===== config.mk =====
export PLATFORM = sky130hd
export DESIGN_NAME = icap_channel
export DESIGN_NICKNAME = d
export VERILOG_FILES = /design/src/rtl/icap_pkg.sv /design/src/rtl/icap_sync.sv /design/src/rtl/icap_filter.sv /design/src/rtl/icap_divider.sv /design/src/rtl/icap_channel.sv
export SDC_FILE = /design/constraint.sdc
export NUM_CORES = 1
export LEC_CHECK = 0
export BUFFER_PORTS_ARGS = -buffer_cell sky130_fd_sc_hd__buf_2
export CAP_MARGIN = 20
export CORE_MARGIN = 2
export CORE_UTILIZATION = 49
export CTS_CLUSTER_DIAMETER = 50
export DETAILED_ROUTE_END_ITERATION = 10
export PLACE_DENSITY = 0.82
export SYNTH_ARGS = -nofsm -noshare
export SYNTH_HDL_FRONTEND = slang
export SYNTH_HIERARCHICAL = 1
export SYNTH_SLANG_ARGS = --single-unit

===== constraint.sdc =====
create_clock -name clk -period 2.8 [get_ports clk]
set_clock_uncertainty 0.15 [all_clocks]
set_input_delay 0.14 -clock clk [delete_from_list [all_inputs] [get_ports clk]]
set_output_delay 0.14 -clock clk [all_outputs]
set_load 0.1 [all_outputs]

===== src/rtl/icap_pkg.sv =====
package icap_pkg;

    typedef enum logic [1:0] {
        FLT_LOW        = 2'd0,
        FLT_GOING_HIGH = 2'd1,
        FLT_HIGH       = 2'd2,
        FLT_GOING_LOW  = 2'd3
    } flt_state_e;

    typedef struct packed {
        logic on_rise;
        logic on_fall;
    } edge_mask_t;

    // Primary bit clear selects rising only (secondary bit ignored);
    // primary set alone selects falling; both set selects either edge.
    function automatic edge_mask_t decode_polarity(input logic pri, input logic sec);
        edge_mask_t m;
        m.on_rise = !pri || sec;
        m.on_fall = pri;
        return m;
    endfunction

endpackage


===== src/rtl/icap_sync.sv =====
module icap_sync #(
    parameter int STAGES = 2
) (
    input  logic clk,
    input  logic rst_n,
    input  logic d,
    output logic q
);
    logic [STAGES-1:0] chain_q;

    generate
        if (STAGES == 1) begin : g_single
            always_ff @(posedge clk or negedge rst_n) begin
                if (!rst_n) chain_q <= '0;
                else        chain_q <= d;
            end
        end else begin : g_multi
            always_ff @(posedge clk or negedge rst_n) begin
                if (!rst_n) chain_q <= '0;
                else        chain_q <= {chain_q[STAGES-2:0], d};
            end
        end
    endgenerate

    assign q = chain_q[STAGES-1];
endmodule


===== src/rtl/icap_filter.sv =====
module icap_filter
    import icap_pkg::*;
#(
    parameter int FILT_W = 4
) (
    input  logic              clk,
    input  logic              rst_n,
    input  logic              din,
    input  logic [FILT_W-1:0] len,
    output logic              rise_p,
    output logic              fall_p
);
    flt_state_e        state_q, state_nx;
    logic [FILT_W-1:0] run_q, run_nx;
    logic [FILT_W:0]   run_inc;
    logic              accept;
    logic              rise_nx, fall_nx;

    assign run_inc = {1'b0, run_q} + 1'b1;
    assign accept  = (run_inc >= {1'b0, len});

    // state register
    always_ff @(posedge clk or negedge rst_n) begin
        if (!rst_n) begin
            state_q <= FLT_LOW;
            run_q   <= '0;
        end else begin
            state_q <= state_nx;
            run_q   <= run_nx;
        end
    end

    // next state and transition pulses
    always_comb begin
        state_nx = state_q;
        run_nx   = '0;
        rise_nx  = 1'b0;
        fall_nx  = 1'b0;
        unique case (state_q)
            FLT_LOW: begin
                if (din) begin
                    if (accept) begin
                        state_nx = FLT_HIGH;
                        rise_nx  = 1'b1;
                    end else begin
                        state_nx = FLT_GOING_HIGH;
                        run_nx   = run_inc[FILT_W-1:0];
                    end
                end
            end
            FLT_GOING_HIGH: begin
                if (!din) begin
                    state_nx = FLT_LOW;
                end else if (accept) begin
                    state_nx = FLT_HIGH;
                    rise_nx  = 1'b1;
                end else begin
                    run_nx = run_inc[FILT_W-1:0];
                end
            end
            FLT_HIGH: begin
                if (!din) begin
                    if (accept) begin
                        state_nx = FLT_LOW;
                        fall_nx  = 1'b1;
                    end else begin
                        state_nx = FLT_GOING_LOW;
                        run_nx   = run_inc[FILT_W-1:0];
                    end
                end
            end
            FLT_GOING_LOW: begin
                if (din) begin
                    state_nx = FLT_HIGH;
                end else if (accept) begin
                    state_nx = FLT_LOW;
                    fall_nx  = 1'b1;
                end else begin
                    run_nx = run_inc[FILT_W-1:0];
                end
            end
            default: state_nx = FLT_LOW;
        endcase
    end

    // output register
    always_ff @(posedge clk or negedge rst_n) begin
        if (!rst_n) begin
            rise_p <= 1'b0;
            fall_p <= 1'b0;
        end else begin
            rise_p <= rise_nx;
            fall_p <= fall_nx;
        end
    end
endmodule


===== src/rtl/icap_divider.sv =====
module icap_divider
    import icap_pkg::*;
#(
    parameter int PSC_W = 2
) (
    input  logic             clk,
    input  logic             rst_n,
    input  logic             active,
    input  logic             rise_p,
    input  logic             fall_p,
    input  logic             pol_pri,
    input  logic             pol_sec,
    input  logic [PSC_W-1:0] psc_sel,
    output logic             cap_evt
);
    localparam int CW = (1 << PSC_W) - 1;

    edge_mask_t     mask;
    logic           sel_evt;
    logic [CW:0]    span;
    logic [CW-1:0]  last;
    logic [CW-1:0]  cnt_q;

    assign mask    = decode_polarity(pol_pri, pol_sec);
    assign sel_evt = active && ((rise_p && mask.on_rise) || (fall_p && mask.on_fall));
    assign span    = {{CW{1'b0}}, 1'b1} << psc_sel;
    assign last    = CW'(span - 1'b1);
    assign cap_evt = sel_evt && (cnt_q == last);

    always_ff @(posedge clk or negedge rst_n) begin
        if (!rst_n) begin
            cnt_q <= '0;
        end else if (!active) begin
            cnt_q <= '0;
        end else if (sel_evt) begin
            if (cnt_q >= last) cnt_q <= '0;
            else               cnt_q <= cnt_q + 1'b1;
        end
    end
endmodule


===== src/rtl/icap_channel.sv =====
module icap_channel
    import icap_pkg::*;
#(
    parameter int CNT_W       = 16,
    parameter int FILT_W      = 4,
    parameter int PSC_W       = 2,
    parameter int SYNC_STAGES = 2
) (
    input  logic             clk,
    input  logic             rst_n,
    input  logic             pin_in,
    input  logic [CNT_W-1:0] counter_in,
    input  logic             cap_mode,
    input  logic             chan_en,
    input  logic             pol_pri,
    input  logic             pol_sec,
    input  logic [PSC_W-1:0] psc_sel,
    input  logic [FILT_W-1:0] filt_len,
    input  logic             irq_en,
    input  logic             dma_en,
    input  logic             clr_cap,
    input  logic             clr_over,
    input  logic             ccr_wr,
    input  logic [CNT_W-1:0] ccr_wdata,
    output logic [CNT_W-1:0] ccr_q,
    output logic             cap_flag,
    output logic             over_flag,
    output logic             irq_req,
    output logic             dma_req
);
    logic pin_s;
    logic rise_p, fall_p;
    logic cap_evt;
    logic active;

    assign active = chan_en && cap_mode;

    icap_sync #(.STAGES(SYNC_STAGES)) u_sync (
        .clk   (clk),
        .rst_n (rst_n),
        .d     (pin_in),
        .q     (pin_s)
    );

    icap_filter #(.FILT_W(FILT_W)) u_filter (
        .clk    (clk),
        .rst_n  (rst_n),
        .din    (pin_s),
        .len    (filt_len),
        .rise_p (rise_p),
        .fall_p (fall_p)
    );

    icap_divider #(.PSC_W(PSC_W)) u_div (
        .clk     (clk),
        .rst_n   (rst_n),
        .active  (active),
        .rise_p  (rise_p),
        .fall_p  (fall_p),
        .pol_pri (pol_pri),
        .pol_sec (pol_sec),
        .psc_sel (psc_sel),
        .cap_evt (cap_evt)
    );

    // shared channel register
    always_ff @(posedge clk or negedge rst_n) begin
        if (!rst_n)                   ccr_q <= '0;
        else if (cap_evt)             ccr_q <= counter_in;
        else if (ccr_wr && !cap_mode) ccr_q <= ccr_wdata;
    end

    // sticky flags, set beats clear
    always_ff @(posedge clk or negedge rst_n) begin
        if (!rst_n) begin
            cap_flag  <= 1'b0;
            over_flag <= 1'b0;
        end else begin
            if (cap_evt)      cap_flag <= 1'b1;
            else if (clr_cap) cap_flag <= 1'b0;

            if (cap_evt && cap_flag) over_flag <= 1'b1;
            else if (clr_over)       over_flag <= 1'b0;
        end
    end

    assign irq_req = cap_flag && irq_en;
    assign dma_req = cap_flag && dma_en;
endmodule


# After elaboration in Yosys (flattened, before gate mapping)
# Cells that the tools add are included.
# totals
output_inout_bits	20
register_bits	31
# op_classes
n_mux	27
n_lt_le_gt_ge	2
add_sub_neg	3
eq_ne	9
reduce_logical	20
shifts	1
# ops
op	count
two-way mux 16 bit	2
two-way mux 2 bit	8
two-way mux 4 bit	3
logical AND 1 bit	9
two-way mux 1 bit	9
two-way mux 3 bit	3
one-hot mux 2 bit (4 select lines)	1
one-hot mux 4 bit (2 select lines)	1
inequality test 2 bit, second input constant	3
inequality test 3 x 2 -> 1 bit, second input constant	2
nonzero test 2 bit	3
adder 4 x 1 -> 5 bit, second input constant	1
>= comparator 5 x 4 -> 1 bit	1
equality test 2 bit, second input constant	2
AND reduction 4 bit	1
OR reduction 2 bit	2
adder 3 x 1 -> 3 bit, second input constant	1
equality test 3 bit	1
>= comparator 3 bit	1
<< shifter 1 x 2 -> 3 bit, first input constant	1
subtractor 3 x 1 -> 3 bit, second input constant	1
equality test 2 x 1 -> 1 bit, second input constant	1
logical NOT 1 bit	2
logical NOT 2 bit	1
logical OR 1 bit	2

# Longest topological paths before layout
# Gate-level depths: netlist (run 1).
# depth
depth_word	8
depth_mapped	9

# Hierarchy
# Netlist (run 1), hierarchy kept.
# modules_own_cells
mod	cells_per_inst	n_inst	area_each_um2
icap_channel	99	1	1082.3
icap_filter	33	1	407.9
icap_divider	30	1	271.5
icap_sync	2	1	50.0

# Worst setup path before layout (run 1)
# No wires, ideal clock.
# synth_path
path_kind	reg-to-output
start	register cap_flag
end	output port dma_req
arrival_ns	1.807
path_slack_ns	0.703
path_stages_with_launch	2
cell_sequence	dfrtp_1 and2_1
# synth_between
elab_chain_len	1
# synth_lines
element	line	text
start, declared	icap_channel.sv:26	output logic cap_flag,
start signal, assigned	icap_channel.sv:76	cap_flag <= 1'b0;
start signal, assigned	icap_channel.sv:79	if (cap_evt) cap_flag <= 1'b1;
start signal, assigned	icap_channel.sv:80	else if (clr_cap) cap_flag <= 1'b0;
logical AND 1 bit	icap_channel.sv:88	assign dma_req = cap_flag && dma_en;
end, declared	icap_channel.sv:29	output logic dma_req
# No other way between the ends.

# Worst setup path in the final report (run 1)
# layout_path
start	register u_div.cnt_q[2]
end	register ccr_q[10]
# layout_between
elab_chain_len	3
# layout_lines
element	line	text
start, declared	icap_divider.sv:22	logic [CW-1:0] cnt_q;
start signal, assigned	icap_divider.sv:37	else cnt_q <= cnt_q + 1'b1;
equality test 3 bit *	icap_divider.sv:28	assign cap_evt = sel_evt && (cnt_q == last);
logical AND 1 bit *	icap_divider.sv:28	
net cap_evt	icap_channel.sv:33	logic cap_evt;
two-way mux 16 bit / nonzero test 2 bit (equally long branches)	--	
end signal, assigned	icap_channel.sv:69	else if (cap_evt) ccr_q <= counter_in;
end signal, assigned	icap_channel.sv:70	else if (ccr_wr && !cap_mode) ccr_q <= ccr_wdata;
end, declared	icap_channel.sv:25	output logic [CNT_W-1:0] ccr_q,
# The timed path passes the listed nets; every way through them passes the cells marked *.
# A chain may end at the register's enable or synchronous reset.

==> impl_metrics.csv, run 1 <==
group,metric,value,unit
cells_and_area,syn2layout_area_growth,39.5,%
place,place_inst,274,
logic_synthesis,synthesis.area,1810,sq um
critical_path,worst_ep_required_time,2.81,ns
cells_and_area,final_nets,315,
clock_network,clk_pin_slew,0.07,ns
routing,wl_per_cell,13.7,microns
critical_path,cp_max_fo,16,
critical_path,crit_path_cell_trace,"ha_1 -> nand4_1 -> nor2_4 -> buf_4 -> nand4bb_1 -> o311ai_1 -> dlygate4sd3_1",
clock_network,numCtsBuffers,5,
cells_and_area,fin_cells,305,
grt,grt_max_degree,31,
routing,drc,0,
grt,grt_first_pass_wirelength,6790,microns
place,gp_congestion,0.697,
place,dp.final_hpwl,2780,microns
logic_synthesis,yosysTopAreaCellShare,0.414,
logic_synthesis,ys_async_sr_fraction,1.00,
logic_synthesis,synth_seq_cells,30,
power_and_ir_drop,netSwitchingFraction,0.390,
power_and_ir_drop,ir_worst_vdd,0.306,mV
floorplanning,start_util,0.502,
critical_path,setup.worst_path.start_class,"flip-flop",
logic_synthesis,synth_edf_count,0,
logic_synthesis,seq_area_frac_synth,0.414,
clock_network,cts-resized-gates,0,
sta,relSlewSlack,0.544,
grt,antenna_found_initial,0,
floorplanning,core_area,3610,sq um
routing,drtIter0Drc,63,
routing,via_per_inst,5.17,
power_and_ir_drop,p_sw,611,uW
logic_synthesis,synth_ff_type,"dfrtp_1",
critical_path,critical-path-top-delay-family,"buffers and inverters",
power_and_ir_drop,p_int,958,uW
sta,finalCritPeriodShare,0.882,
grt,track_usage,0.211,
power_and_ir_drop,pwr-share-comb,0.390,
min_path,holdCritPathClass,"primary input to flip-flop",
logic_synthesis,syn_nets,223,
power_and_ir_drop,p_leak,1.22,nW
sta,max_clock_freq,405,MHz
logic_synthesis,ys_warn_count,6,
clock_network,ctsRootBufferMaster,"clkbuf_8",
sta,setup_tns,0,ns
floorplanning,dieArea,4200,sq um
logic_synthesis,ys_types,34,
routing,ant_nets,0,
clock_network,postCtsHoldBufs,23,
cells_and_area,antenna_cells,0,
logic_synthesis,synth_area_leader_cell,"dfrtp_1",
clock_network,cts_max_level,2,
place,io_buffers,69,
routing,drt_wl_total,4180,microns
sta,min_period,2.47,ns
critical_path,path_buf_inv,2,
clock_network,cts_sinks,30,
cells_and_area,drive_above_1_share,0.397,
outcome,status,"complete, no violations",
power_and_ir_drop,seqPwrFrac,0.340,
cells_and_area,nFillCells,280,
place,place_area,2190,sq um
routing,drt_first_pass_iters,4,
critical_path,critPathCaptureType,"flip-flop",
grt,grt_pass1_vias,1544,
floorplanning,die_w,64.8,microns
clock_network,cts_setup_buffers,0,
run,timing.max_cap.violations,0,
routing,vias,1576,
floorplanning,io_pins,70,
critical_path,critPathKind,"flip-flop to flip-flop",
sta,hold_viol_final,0,
sta,rsz0062_at_grt,"false",
logic_synthesis,avgSynthCellArea,11.0,sq um
critical_path,cpPeakStageDelay,0.57,ns
sta,setup_viol_count_final,0,
clock_network,cts_tree,"yes",
clock_network,clk_path_buf_depth,2,
floorplanning,num_rows,22,
grt,grt.overflow.total,0,
logic_synthesis,synth_area_leaders,"dfrtp_1, nand4bb_1, o311ai_2",
logic_synthesis,syn-instance-count,164,
sta,drv_slew,0,
cells_and_area,fin_area,2530,sq um
power_and_ir_drop,power_density,621,nW/um^2
clock_network,clk_latency,0.28,ns
floorplanning,die_y,64.8,microns
critical_path,slowest_stage,"dlygate4sd3_1",
sta,tightest_slew,0.684,ns
critical_path,arrival,2.48,ns
power_and_ir_drop,clkPwrFrac,0.270,
state kept, by name, indices dropped and copies added (netlist names):
| register | count |
|---|---|
| u_filter/run_q | 4 |
| ccr_q | 16 |
| u_filter/fall_p | 1 |
| u_filter/state_q | 1 |
| u_div/cnt_q | 3 |
| u_sync/chain_q | 2 |
| u_filter/rise_p | 1 |
| cap_flag | 1 |
| over_flag | 1 |
power groups by stage:
stage          registers, mW  clock network (mW)  logic [mW]
6_report               0.533               0.424       0.612
5_1_grt                0.539               0.461       0.654
4_1_cts                0.532               0.435       0.612
3_5_place_dp           0.538                   0       0.581
3_3_place_gp           0.537                   0       0.571
2_1_floorplan          0.766                   0       0.233
through the flow:
step	hold WS, ns	worst slack (ns)	utilization	total power [mW]
floorplan	-0.306	0.703	-	0.999
global placement	0.0642	0.728	0.607	1.11
detailed placement	0.0688	0.666	0.607	1.12
CTS	0.00233	0.323	0.701	1.58
global route	0.0116	0.190	0.701	1.65
finish	0.00174	0.330	0.701	1.57
logic make-up (layout without fill, tap and decap cells):
group / count (synthesis) / after routing / share of synthesized area
multiplexers: 1 / 1 / 0.00828
flip-flops: 30 / 30 / 0.414
AO/OA/AOI/OAI: 29 / 29 / 0.189
adder cells (fa/ha/maj): 9 / 9 / 0.0622
AND/OR/NAND/NOR: 60 / 60 / 0.229
buffers and inverters: 32 / 125 / 0.0829
XOR/XNOR: 3 / 3 / 0.0145
cell usage in the layout, fill, tap and decap left out, types with 4 or more instances in the layout:
cell	instances
o311ai_1	6
nand4bb_1	16
o311ai_2	11
inv_1	23
dlygate4sd3_1	23
ha_1	9
and2_1	6
buf_2	69
nand2_1	22
clkbuf_8	5
nand3_1	4
dfrtp_1	30
cells in the mapped netlist (2+ instances only):
cell	number
dfrtp_1	30
inv_1	23
nand2_1	22
nand4bb_1	16
o311ai_2	11
ha_1	9
and2_1	6
o311ai_1	6
buf_2	5
nand3_1	4
a21o_1	2
a21oi_2	2
clkbuf_1	2
nand2b_1	2
nor2b_4	2
nor3b_1	2
o21ai_0	2
xnor2_1	2
worst paths after layout:
| check | endpoint | startpoint | slack, ns | cells after the start |
|---|---|---|---|---|
| setup / recovery | ccr_q[10] | u_div/cnt_q[2] | 0.33 | 7 |
| hold / removal | ccr_q[7] | ccr_wdata[7] | 0.002 | 3 |
| setup reg to reg | ccr_q[10] | u_div/cnt_q[2] | 0.33 | 7 |
| hold reg to reg | u_sync/chain_q[1] | u_sync/chain_q[0] | 0.21 | 0 |
| max in group asynchronous | u_sync/chain_q[0] | rst_n | 1.75 | 2 |
| min in group asynchronous | ccr_q[9] | rst_n | 0.31 | 2 |
worst min-delay path, stage by stage:
cell and delay, ns:
buf_2 0.08, nand4bb_1 0.09, o311ai_1 0.08
cell type report:
type                    instances  area, sq um  share of cell area
clock inverters                 3         40.0              0.0158
clock buffers                   5         68.8              0.0272
inverters                      23         86.3              0.0342
flip-flops and latches         30          751               0.297
well taps                      48         60.1              0.0238
multi-input cells             102          918               0.363
repair buffers                 94          603               0.239
layer usage:
| layer | track usage | up-vias | part of all wire |
|---|---|---|---|
| met5 | 0 | - | 0 |
| met4 | 0.112 | 0 | 0.021 |
| met3 | 0.0365 | 10 | 0.037 |
| met2 | 0.365 | 45 | 0.52 |
| met1 | 0.248 | 751 | 0.42 |
| li1 | - | 770 | - |
Power figures use the tool's default switching activity.
==> run 2: changes to the inputs <==
- CELL_PAD_IN_SITES_DETAIL_PLACEMENT: not set -> 1
- CELL_PAD_IN_SITES_GLOBAL_PLACEMENT: not set -> 2
- CORE_UTILIZATION: 49 -> 26
- PLACE_DENSITY: 0.82 -> 0.76
- clock period: 2.8 -> 2 ns (I/O delays scaled with it)
==> impl_metrics.csv, run 2 (synthesized netlist as in run 1, its figures left out) <==
group,metric,value,unit
clock_network,clk_path_buf_depth,2,
sta,hold_viol_final,0,
critical_path,setup.worst_path.start_class,"flip-flop",
routing,vias,1624,
floorplanning,core_area,6760,sq um
grt,grt_max_degree,31,
grt,grt_pass1_vias,1700,
routing,wl_per_cell,13.8,microns
clock_network,clk_pin_slew,0.06,ns
place,place_inst,309,
place,dp.final_hpwl,3390,microns
power_and_ir_drop,p_leak,1.27,nW
cells_and_area,nFillCells,786,
min_path,hold_start,"ccr_wdata[1]",
min_path,holdCritPathClass,"primary input to flip-flop",
cells_and_area,final_nets,329,
critical_path,r2r_end,"u_filter/state_q[1]",
grt,track_usage,0.135,
critical_path,arrival,2.04,ns
power_and_ir_drop,ir_worst_vdd,0.242,mV
routing,drt_wl_total,4850,microns
floorplanning,num_rows,30,
cells_and_area,reg_top3,"ccr_q: 16 flops, u_filter/run_q: 4 flops, u_div/cnt_q: 3 flops",
outcome,failed_checks,"setup timing",
cells_and_area,antenna_cells,0,
place,gp_congestion,0.686,
floorplanning,die_w,87.5,microns
clock_network,clk_latency,0.27,ns
routing,drc,0,
floorplanning,start_util,0.268,
cells_and_area,largest_reg_flops,16,
routing,drtIter0Drc,38,
critical_path,worst_ep_required_time,2.01,ns
outcome,status,"finished, violations left",
cells_and_area,largest-register,"ccr_q",
clock_network,cts_setup_buffers,0,
clock_network,cts_tree,"yes",
critical_path,critPathCaptureType,"flip-flop",
clock_network,cts_max_level,2,
floorplanning,die_y,87.5,microns
sta,rsz0062_at_grt,"true",
floorplanning,io_pins,70,
clock_network,cts_sinks,30,
clock_network,ctsRootBufferMaster,"clkbuf_8",
critical_path,cp_max_fo,2,
critical_path,r2r-start,"u_filter/run_q[0]",
place,io_buffers,69,
clock_network,numCtsBuffers,5,
cells_and_area,syn2layout_area_growth,50.0,%
routing,via_per_inst,4.63,
grt,grt_first_pass_wirelength,8030,microns
min_path,min_to,"ccr_q[1]",
cells_and_area,fin_cells,351,
sta,tightest_slew,0.713,ns
sta,setup_viol_count_final,1,
floorplanning,dieArea,7650,sq um
sta,finalCritPeriodShare,1.02,
cells_and_area,drive_above_1_share,0.406,
sta,layout_setup_ws,-0.0374,ns
critical_path,critPathKind,"flip-flop to flip-flop",
sta,drv_slew,0,
sta,min_period,2.04,ns
critical_path,reg2reg_depth,7,
critical_path,r2r_setup_slack,-0.04,ns
grt,grt.overflow.total,0,
min_path,hold_depth,3,
grt,antenna_found_initial,0,
routing,ant_nets,0,
sta,holdWs,0.0159,ns
place,place_ws,-0.0339,ns
sta,max_clock_freq,491,MHz
cells_and_area,final_common_cell,"buf_2",
routing,drt_first_pass_iters,4,
cells_and_area,layout_common_cells,"buf_2, dlygate4sd3_1, dfrtp_1",
power_and_ir_drop,power_density,794,nW/um^2
sta,relSlewSlack,0.524,
run,timing.max_cap.violations,0,
-- run 2: power breakdown --
part	switching (mW)	internal, mW
sequential	0.0576	0.690
clock	0.227	0.277
combinational	0.585	0.321
-- run 2: per-layer routing --
layer	routed length, microns	vias to the layer above	GRT usage
met1	2150	786	0.166
met5	0	-	0
li1	-	797	-
met2	2510	39	0.238
met4	15	0	0.0294
met3	187	2	0.0313
-- run 2: worst max-delay path by stage --
stage	startpoint	to	slack [ns]	depth (start not counted)
after floorplan	u_filter/run_q[0]	u_filter/state_q[1]	0.007	7
after global placement	u_filter/run_q[0]	u_filter/state_q[1]	0.03	7
after detailed placement	u_filter/run_q[0]	u_filter/state_q[1]	-0.03	7
after CTS	u_filter/run_q[0]	u_filter/state_q[1]	-0.04	7
after global routing	u_filter/run_q[0]	u_filter/state_q[1]	-0.12	7
final	u_filter/run_q[0]	u_filter/state_q[1]	-0.04	7
-- run 2: final cells by class --
cell class / count / area (sq um) / share of cell area
clock inverters: 1 / 5.00 / 0.00184
flip-flops and latches: 30 / 751 / 0.276
inverters: 23 / 86.3 / 0.0318
multi-input cells: 102 / 941 / 0.346
clock buffers: 7 / 86.3 / 0.0318
repair buffers: 108 / 748 / 0.275
well taps: 80 / 100 / 0.0368
-- run 2: critical path: stages (launching register included) --
cell     delay, ns
dfrtp_1       0.38
ha_2          0.21
xor2_2        0.15
ha_1          0.30
a21oi_2       0.14
o21ai_2       0.09
a21oi_2       0.18
mux2_4        0.31
-- run 2: timing repair --
item,4_1_cts,5_1_grt
gates resized for setup,3,0
hold buffers,34,0
hold endpoints to repair,49,0
pin swaps,1,4
setup endpoints to repair,2,7
-- run 2: per-stage QoR --
stage	power (mW)	setup TNS [ns]	area (sq um)	util
floorplan	1.40	0	1820	-
global placement	1.59	0	2270	0.336
detailed placement	1.61	-0.0369	2270	0.336
CTS	2.19	-0.0408	2720	0.402
global route	2.29	-0.256	2720	0.402
finish	2.16	-0.0374	2720	0.402
==> run 3: changes to the inputs <==
- BUFFER_PORTS_ARGS: -buffer_cell sky130_fd_sc_hd__buf_2 -> not set
- CORE_UTILIZATION: 26 -> 34
- DONT_BUFFER_PORTS: not set -> 1
==> impl_metrics.csv, run 3 (synthesized netlist as in run 1, its figures left out) <==
group,metric,value,unit
power_and_ir_drop,p_int,1.33,mW
clock_network,cts_sinks,30,
critical_path,r2r-start,"u_filter/run_q[1]",
cells_and_area,layout_common_cells,"dlygate4sd3_1, dfrtp_1, inv_1",
floorplanning,io_pins,70,
clock_network,clk_path_buf_depth,2,
critical_path,r2r_setup_slack,-0.06,ns
routing,top_layer,"met4",
power_and_ir_drop,p_leak,1.15,nW
sta,tightest_slew,0.714,ns
clock_network,clk_latency,0.29,ns
critical_path,critPathCaptureType,"flip-flop",
cells_and_area,largest_reg_flops,16,
floorplanning,core_area,5140,sq um
floorplanning,die_y,77.0,microns
sta,finalCritPeriodShare,1.03,
routing,vias,1522,
grt,grt_max_degree,45,
power_and_ir_drop,power_density,830,nW/um^2
cells_and_area,final_common_cell,"dlygate4sd3_1",
place,place_ws,-0.0860,ns
cells_and_area,reg_top3,"ccr_q: 16 flops, u_filter/run_q: 4 flops, u_div/cnt_q: 3 flops",
critical_path,setup.worst_path.start_class,"flip-flop",
routing,wl_met3,210,microns
outcome,failed_checks,"setup timing",
outcome,status,"finished, violations left",
place,place_inst,249,
routing,ant_nets,0,
clock_network,cts_tree,"yes",
min_path,holdCritPathClass,"primary input to flip-flop",
clock_network,cts_max_level,2,
sta,hold_viol_final,0,
place,gp_congestion,0.759,
critical_path,worst_ep_required_time,2.02,ns
routing,drt-met1-wl,2080,microns
place,io_buffers,0,
routing,wl_met2,3270,microns
sta,drv_slew,0,
sta,holdWs,0.00252,ns
critical_path,r2r_end,"u_filter/state_q[1]",
clock_network,clk_pin_slew,0.07,ns
sta,setup_viol_count_final,1,
sta,rsz0062_at_grt,"true",
critical_path,cp_max_fo,2,
cells_and_area,finish.utilization,0.531,
grt,track_usage,0.193,
power_and_ir_drop,seqPwrFrac,0.339,
clock_network,numCtsBuffers,5,
routing,drtIter0Drc,43,
routing,drt_first_pass_iters,4,
power_and_ir_drop,p_sw,937,uW
floorplanning,die_w,77.0,microns
sta,relSlewSlack,0.522,
cells_and_area,drive_above_1_share,0.313,
power_and_ir_drop,pwr-share-comb,0.428,
grt,grt.overflow.total,0,
grt,grt_pass1_vias,1757,
place,dp.final_hpwl,3360,microns
power_and_ir_drop,clkPwrFrac,0.233,
cells_and_area,largest-register,"ccr_q",
min_path,hold_start,"cap_mode",
clock_network,ctsRootBufferMaster,"clkbuf_8",
routing,via_per_inst,5.07,
sta,layout_setup_ws,-0.0563,ns
routing,wl_per_cell,18.9,microns
cells_and_area,syn2layout_area_growth,50.8,%
critical_path,reg2reg_depth,7,
sta,min_period,2.06,ns
cells_and_area,fin_cells,300,
cells_and_area,final_nets,288,
cells_and_area,antenna_cells,0,
power_and_ir_drop,ir_worst_vdd,0.489,mV
grt,grt_first_pass_wirelength,8840,microns
power_and_ir_drop,netSwitchingFraction,0.413,
floorplanning,start_util,0.352,
routing,drc,0,
floorplanning,num_rows,26,
sta,max_clock_freq,486,MHz
grt,antenna_found_initial,0,
min_path,hold_depth,2,
floorplanning,dieArea,5930,sq um
run,timing.max_cap.violations,0,
min_path,min_to,"ccr_q[2]",
critical_path,arrival,2.08,ns
power_and_ir_drop,power,2.27,mW
critical_path,critPathKind,"flip-flop to flip-flop",
cells_and_area,nFillCells,554,
routing,drt_wl_total,5670,microns
==> run 3: cell types whose count changed in the layout (fill, tap and decap cells not counted), sizes merged <==
cell         before  now
clkinvlp          0    1
buf              74   27
dlygate4sd3      34   39
==> run 3: power groups by stage <==
stage          combinational, mW  sequential, mW  clock (mW)
2_1_floorplan              0.326            1.07           0
3_3_place_gp               0.788           0.750           0
3_5_place_dp               0.815           0.758           0
4_1_cts                    0.934           0.750       0.535
5_1_grt                     1.03           0.779       0.565
6_report                   0.969           0.768       0.529
==> run 3: critical path, stage by stage (launching register included) <==
cell and delay (ns):
dfrtp_2 0.44, ha_4 0.19, xor2_4 0.17, ha_4 0.23, a21oi_2 0.13, o21ai_2 0.10, a21oi_2 0.21, mux2_4 0.32
==> run 3: worst max path at each step <==
stage / start / end / cells past startpoint
after floorplan: u_filter/run_q[0] / u_filter/state_q[1] / 7
after global placement: u_filter/run_q[0] / u_filter/state_q[1] / 7
after detailed placement: u_filter/run_q[0] / u_filter/state_q[1] / 7
after CTS: u_filter/run_q[0] / u_filter/state_q[1] / 7
after global routing: u_filter/run_q[1] / u_filter/state_q[1] / 7
final: u_filter/run_q[1] / u_filter/state_q[1] / 7
==> run 3: layout make-up <==
type | count | area [sq um] | area share
Inverter | 23 | 86.3 | 0.0316
Timing Repair Buffer | 67 | 684 | 0.251
Clock inverter | 2 | 12.5 | 0.00458
Sequential cell | 30 | 752 | 0.275
Tap cell | 70 | 87.6 | 0.0321
Multi-Input combinational cell | 102 | 1030 | 0.376
Clock buffer | 6 | 82.6 | 0.0302
==> run 3: repair_timing <==
item | CTS | global route
endpoints found under the setup margin | 4 | 20
setup buffers | 2 | 1
gates cloned | 0 | 1
pin swaps | 2 | 5
hold buffers | 40 | 0
resized for setup | 3 | 11
hold endpoints to repair | 50 | 0
==> run 3: per-layer routing <==
metal	GRT usage	vias to the layer above
li1	-	713
met1	0.205	756
met2	0.365	41
met3	0.0482	12
met4	0.0696	0
met5	0	-
==> run 3: metrics by stage <==
stage	instance area [sq um]	setup TNS, ns
2_1_floorplan	1820	0
3_3_place_gp	2070	0
3_5_place_dp	2070	-0.0860
4_1_cts	2600	-0.0633
5_1_grt	2730	-0.196
6_report	2730	-0.0563
